--- config.mk ---
export PLATFORM = sky130hd
export DESIGN_NAME = twi_mem_slave
export DESIGN_NICKNAME = d
export VERILOG_FILES = /design/src/rtl/twi_mem_slave.sv
export SDC_FILE = /design/constraint.sdc
export NUM_CORES = 1
export LEC_CHECK = 0
export CORE_ASPECT_RATIO = 0.7
export CORE_UTILIZATION = 45
export DETAILED_ROUTE_END_ITERATION = 8
export PLACE_DENSITY = 0.81
export SLEW_MARGIN = 20
export SYNTH_ARGS = -nofsm -noshare
export SYNTH_HDL_FRONTEND = slang
export SYNTH_SLANG_ARGS = --single-unit
--- constraint.sdc ---
create_clock -name clk -period 2.7 [get_ports clk]
set_input_delay 0.27 -clock clk [delete_from_list [all_inputs] [get_ports clk]]
set_output_delay 0.27 -clock clk [all_outputs]
set_load 0.005 [all_outputs]
--- src/rtl/twi_mem_slave.sv ---
module twi_mem_slave #(
  parameter int ADDR_W = 8,
  localparam int NSEL = (ADDR_W <= 8) ? 3 : ((ADDR_W == 9) ? 2 : 1)
) (
  input  logic              clk,
  input  logic              rst_n,
  input  logic              scl_in,
  input  logic              sda_in,
  output logic              sda_oe,
  input  logic [NSEL-1:0]   strap,
  input  logic              wr_busy,
  input  logic [7:0]        rd_data,
  output logic              addr_load,
  output logic [ADDR_W-1:0] addr_val,
  output logic              addr_inc,
  output logic              wr_req,
  output logic [7:0]        wr_data,
  output logic              wr_commit
);

  localparam logic [3:0] DEV_TAG = 4'b1010;

  typedef enum logic [2:0] {S_IDLE, S_DEV, S_WADDR, S_WDATA, S_RDATA} st_t;

  st_t         st;
  logic [2:0]  scl_p, sda_p;
  logic [3:0]  cnt;
  logic [7:0]  shreg;
  logic        rd_mode, mack, wrote;
  logic [ADDR_W-1:0] word_addr;

  wire scl_now = scl_p[1];
  wire scl_old = scl_p[2];
  wire sda_now = sda_p[1];
  wire sda_old = sda_p[2];

  wire rise    = scl_now & ~scl_old;
  wire fall    = ~scl_now & scl_old;
  wire start_c = scl_now & scl_old & sda_old & ~sda_now;
  wire stop_c  = scl_now & scl_old & ~sda_old & sda_now;

  wire sel_ok  = (shreg[3 -: NSEL] == strap);
  wire dev_hit = (shreg[7:4] == DEV_TAG) && sel_ok && !wr_busy;
  wire dev_take = (st == S_DEV) && fall && (cnt == 4'd8) && dev_hit;

  always_ff @(posedge clk or negedge rst_n)
    if (!rst_n) begin
      scl_p <= 3'b111;
      sda_p <= 3'b111;
    end else begin
      scl_p <= {scl_p[1:0], scl_in};
      sda_p <= {sda_p[1:0], sda_in};
    end

  generate
    if (ADDR_W > 8) begin : g_pg
      logic [ADDR_W-9:0] pg;
      always_ff @(posedge clk or negedge rst_n)
        if (!rst_n)        pg <= '0;
        else if (dev_take) pg <= shreg[ADDR_W-8:1];
      assign word_addr = {pg, shreg};
    end else begin : g_nopg
      assign word_addr = shreg[ADDR_W-1:0];
    end
  endgenerate

  always_ff @(posedge clk or negedge rst_n)
    if (!rst_n) begin
      st        <= S_IDLE;
      cnt       <= '0;
      shreg     <= '0;
      rd_mode   <= 1'b0;
      mack      <= 1'b0;
      wrote     <= 1'b0;
      sda_oe    <= 1'b0;
      addr_load <= 1'b0;
      addr_val  <= '0;
      addr_inc  <= 1'b0;
      wr_req    <= 1'b0;
      wr_data   <= '0;
      wr_commit <= 1'b0;
    end else begin
      addr_load <= 1'b0;
      addr_inc  <= 1'b0;
      wr_req    <= 1'b0;
      wr_commit <= 1'b0;
      if (stop_c) begin
        st     <= S_IDLE;
        sda_oe <= 1'b0;
        cnt    <= '0;
        wr_commit <= wrote;
        wrote  <= 1'b0;
      end else if (start_c) begin
        st     <= S_DEV;
        sda_oe <= 1'b0;
        cnt    <= '0;
        wrote  <= 1'b0;
      end else begin
        case (st)
          S_DEV, S_WADDR, S_WDATA: begin
            if (rise && cnt < 4'd8) begin
              shreg <= {shreg[6:0], sda_now};
              cnt   <= cnt + 4'd1;
            end else if (rise && cnt == 4'd8) begin
              cnt <= 4'd9;
            end else if (fall && cnt == 4'd8) begin
              if (st == S_DEV) begin
                if (dev_hit) begin
                  sda_oe  <= 1'b1;
                  rd_mode <= shreg[0];
                end else begin
                  st <= S_IDLE;
                end
              end else if (st == S_WADDR) begin
                sda_oe    <= 1'b1;
                addr_load <= 1'b1;
                addr_val  <= word_addr;
              end else begin
                sda_oe   <= 1'b1;
                wr_req   <= 1'b1;
                addr_inc <= 1'b1;
                wr_data  <= shreg;
                wrote    <= 1'b1;
              end
            end else if (fall && cnt == 4'd9) begin
              cnt <= '0;
              if (st == S_DEV && rd_mode) begin
                st     <= S_RDATA;
                shreg  <= rd_data;
                sda_oe <= ~rd_data[7];
              end else begin
                sda_oe <= 1'b0;
                st     <= (st == S_DEV) ? S_WADDR : S_WDATA;
              end
            end
          end
          S_RDATA: begin
            if (rise && cnt < 4'd9) begin
              if (cnt == 4'd8) begin
                mack     <= ~sda_now;
                addr_inc <= 1'b1;
              end
              cnt <= cnt + 4'd1;
            end else if (fall) begin
              if (cnt >= 4'd1 && cnt <= 4'd7) begin
                shreg  <= {shreg[6:0], 1'b0};
                sda_oe <= ~shreg[6];
              end else if (cnt == 4'd8) begin
                sda_oe <= 1'b0;
              end else if (cnt == 4'd9) begin
                cnt <= '0;
                if (mack) begin
                  shreg  <= rd_data;
                  sda_oe <= ~rd_data[7];
                end else begin
                  st     <= S_IDLE;
                  sda_oe <= 1'b0;
                end
              end
            end
          end
          default: ;
        endcase
      end
    end

  AST_OE_MOVES_SCL_LOW: assert property (@(posedge clk) disable iff (!rst_n)
    (sda_oe != $past(sda_oe)) |-> !$past(scl_now));
  AST_STOP_GOES_IDLE: assert property (@(posedge clk) disable iff (!rst_n)
    stop_c |=> (st == S_IDLE && !sda_oe));
  AST_BUSY_NO_ACK: assert property (@(posedge clk) disable iff (!rst_n)
    (st == S_DEV && fall && cnt == 4'd8 && wr_busy) |=> !sda_oe);
  AST_LOAD_WITH_ACK: assert property (@(posedge clk) disable iff (!rst_n)
    addr_load |-> (sda_oe && st == S_WADDR));
  AST_COMMIT_ON_STOP: assert property (@(posedge clk) disable iff (!rst_n)
    wr_commit |-> ($past(stop_c) && st == S_IDLE));
  AST_INC_IN_DATA: assert property (@(posedge clk) disable iff (!rst_n)
    addr_inc |-> (st == S_WDATA || st == S_RDATA));
  AST_STRB_EXCL: assert property (@(posedge clk) disable iff (!rst_n)
    $onehot0({addr_load, wr_req, wr_commit}));

endmodule

==> impl_table.tex <==
\begin{tabular}{lr}
\hline
Metric & Value \\
\hline
\multicolumn{2}{l}{\textbf{Logic synthesis}} \\
\quad Synthesized netlist cell count & 198 \\
\quad Cells taking the most area after synthesis & dfrtp\_1 41\%, mux2\_2 16\%, dfstp\_2 6.7\% \\
\quad Warnings, synthesis & 0 \\
\quad Most instantiated flip-flop cell in the synthesis netlist & dfrtp\_1 \\
\quad Flops \& latches, synth & between 40 and 50 \\
\quad Ys async rst share & 100.0\% \\
\quad Portion of the post-synthesis area used by sequential elements & between 40\% and 50\% \\
\quad Post-synth top area share & 41.45\% \\
\quad Netlist Area Pre-Place & approximately 2400 um\^{}2 \\
\quad Synthesized area divided by synthesized cell count & 11.89 um\^{}2 \\
\quad Library cell occupying the most area in the post-synthesis netlist & dfrtp\_1 \\
\quad Count of flip-flops with a built-in enable after synthesis & 0 \\
\quad Number of nets in the synthesized netlist & around 220 \\
\quad Netlist cell types & 54 \\
\multicolumn{2}{l}{\textbf{Drt}} \\
\quad Pre-antenna DRT Iters & 4 \\
\quad Routed vias & 1738 \\
\quad Number of violations reported at the end of detailed-routing iteration 0 & between 150 and 200 \\
\quad Total length of routed wires & 5235 um \\
\quad Post-route DRC violation count & 0 \\
\quad Via-per-instance ratio & between 5 and 6 \\
\quad Average routed wire per standard cell & about 17 um \\
\quad Antenna Violating Nets Remaining & 0 \\
\multicolumn{2}{l}{\textbf{Finish}} \\
\quad Layout overhead on the synthesized area & 23.64\% \\
\quad Number of fillers in the final layout & between 400 and 500 \\
\quad Top library cells by usage in the layout, fill and taps aside & 39 x dfrtp\_1, 35 x clkdlybuf4s50\_1, 34 x mux2\_2 \\
\quad Net count of the finished layout & between 200 and 300 \\
\quad Core occupancy in the finished layout & 59.26\% \\
\quad Most common library cell in the layout ignoring fill and taps & dfrtp\_1 \\
\quad Number of antenna cells inserted & 0 \\
\quad Final instance count without filler cells & 307 \\
\quad Fraction of layout cells with a size suffix above 1 & 26.89\% \\
\multicolumn{2}{l}{\textbf{STA}} \\
\quad Post-layout minimum cycle time & 2.514 ns \\
\quad Crit share post-route & 93.12\% \\
\quad Setup violators final & 0 \\
\quad Skew final & 0.01214 ns \\
\quad Total count of max-transition violations in the final report & 0 \\
\quad Number of endpoints with negative hold slack in the final report & 39 \\
\quad Unrepaired setup endpoints after global routing & false \\
\quad Final-layout worst hold slack & -0.03681 ns \\
\quad Post-route worst setup slack & 0.1856 ns \\
\quad Slew @ Worst Pin & 0.5537 ns \\
\quad Max-slew headroom & 63.09\% \\
\quad Top achievable clock speed & 397.7 MHz \\
\quad Aggregate negative setup slack & 0 ns \\
\multicolumn{2}{l}{\textbf{Floorplan}} \\
\quad Core area & 4913 um\^{}2 \\
\quad Starting Density & 47.92\% \\
\quad Die Area & around 5500 um\^{}2 \\
\quad Ports & 37 \\
\quad Die extent in y & $\sim$63 um \\
\quad Cell row count & 21 \\
\quad X dimension of the die & 88.46 um \\
\multicolumn{2}{l}{\textbf{Global route}} \\
\quad Global-route wire length before repair & 8852 um \\
\quad Number of global-route vias before repair & 1699 \\
\quad Largest net degree at the start of global routing & 46 \\
\quad Initial antenna violation count & 0 \\
\quad Global route overflow & 0 \\
\quad All-layer global routing usage & 21.22\% \\
\multicolumn{2}{l}{\textbf{Clocking}} \\
\quad Deepest level of the CTS H-tree & 2 \\
\quad Maximum count of clock buffers along a single path & 2 \\
\quad Number of buffers created by CTS & 5 \\
\quad CTS-repair resized insts & 0 \\
\quad Clock transition at path regs & 0.09 ns \\
\quad Setup Buffers After CTS & 0 \\
\quad CTS sink cnt & 45 \\
\quad Cell at the root of the clock tree & clkbuf\_8 \\
\quad TritonCTS clock tree & done \\
\quad Clk\_lat worst skew & 0.30 ns \\
\quad Cts hold-fix bufs & 0 \\
\multicolumn{2}{l}{\textbf{Worst setup path}} \\
\quad Cells on worst reg2reg path & 7 \\
\quad Signal arrival time at the worst endpoint & 2.68 ns \\
\quad Type of origin of the critical path & register \\
\quad Required time of the critical path & approximately 2.9 ns \\
\quad Category of the most critical setup path & reg2reg \\
\quad Crit-path max FO & 4 \\
\quad Worst setup EP type & register \\
\multicolumn{2}{l}{\textbf{Place}} \\
\quad Post-Place Setup Slack & 0.2339 ns \\
\quad Placed Instances & 299 \\
\quad Final GP Congestion & 0.9087 \\
\quad Dpl hpwl & 3884 um \\
\quad PortBufs & 36 \\
\multicolumn{2}{l}{\textbf{Worst hold path}} \\
\quad Kind of path behind the tightest hold check & in2async \\
\multicolumn{2}{l}{\textbf{Power and ir drop}} \\
\quad Share of total power in the clock network & 28.0\% \\
\quad Ratio of total power to cell area & 555.1 nW/um\^{}2 \\
\quad Combinational fraction of design power & between 15 and 20\% \\
\quad Switching component of the power & 0.4769 mW \\
\quad Internal power consumption & 1.139 mW \\
\quad Leakage dissipation & 1.263 nW \\
\quad Share of total power consumed by net switching & about 30\% \\
\quad Share of power burned in registers & between 50 and 60\% \\
\quad Worst ir drop on vdd & approximately 0.00034 V \\
\multicolumn{2}{l}{\textbf{Outcome}} \\
\quad Run status & finished, violations left \\
\quad Violated checks & negative hold slack \\
\multicolumn{2}{l}{\textbf{Flow run}} \\
\quad Reported max-cap violation count & 0 \\
\hline
\end{tabular}
==> cells by family after synthesis <==
group,share of synthesized area [%]
AOI/OAI and AO/OA,13.98
xor gates and xnor gates,1.488
adders and majority gates,2.125
buffers and inverters,2.763
DFF,48.14
muxes,18.12
and+or+nand+nor,13.39
==> per-stage QoR <==
stage / area [um^2] / power [mW]
2_1_floorplan: 2355 / 1.055
3_3_place_gp: 2808 / 1.154
3_5_place_dp: 2808 / 1.169
4_1_cts: 2909 / 1.622
5_1_grt: 2912 / 1.700
6_report: 2912 / 1.616
==> sequential cells by signal, summed over array words and instances, names as in the netlist, 3 cells and up <==
register and flops:
addr_val 8, cnt 4, scl_p 3, sda_p 3, shreg 8, st 3, wr_data 8
==> power by group through the flow <==
stage	clock network, mW	registers, mW	logic, mW
after global routing	0.491	0.863	0.346
final	0.452	0.848	0.316
after detailed placement	0	0.859	0.310
after floorplan	0	0.813	0.242
after global placement	0	0.852	0.302
after CTS	0.462	0.846	0.315
==> metal layers <==
metal	wire, um	up-vias	track usage (%)
li1	-	815	-
met1	2450	865	31.68
met2	2403	54	30.48
met3	344	4	5.284
met4	38	0	5.645
met5	0	-	0
==> cells in the mapped netlist (2+ instances only) <==
cell type	count
dfrtp_1	39
mux2_2	34
nand2_1	8
buf_2	7
a21oi_1	6
dfstp_2	6
nor2_1	6
o21ai_0	6
inv_1	5
nand3_1	5
o211ai_1	5
and3_1	4
ha_1	4
nand2b_1	4
nand3b_1	4
xor2_1	4
clkbuf_1	3
mux2_1	3
nor3_1	3
nor3b_1	3
a41oi_1	2
nand4_1	2
nor4b_1	2
o21a_1	2
o31ai_1	2
==> final timing paths <==
check	from	endpoint	slack [ns]
setup / recovery	cnt[1]	st[0]	0.19
hold / removal	rst_n	wr_data[3]	-0.04
setup reg to reg	cnt[1]	st[0]	0.19
hold reg to reg	scl_p[0]	scl_p[1]	0.36
max in group asynchronous	rst_n	scl_p[2]	2.35
min in group clk	scl_p[0]	scl_p[1]	0.36
==> critical path: stages (launching register included) <==
cell and delay (ns):
dfrtp_1 0.42, inv_1 0.14, ha_1 0.29, nand3b_1 0.17, or3_1 0.38, o211a_1 0.23
a311oi_2 0.39, mux2_1 0.37
==> area by class of cell <==
type	count	area, um^2	area share [%]
multi-input combinational	138	1156	39.71
sequential	45	1134	38.93
inverter	5	18.77	0.6446
clock buffer	7	96.34	3.309
tap	69	86.33	2.965
timing repair buffer	42	415.4	14.27
clock inverter	1	5.005	0.1719
(Power assumes the default switching activity.)
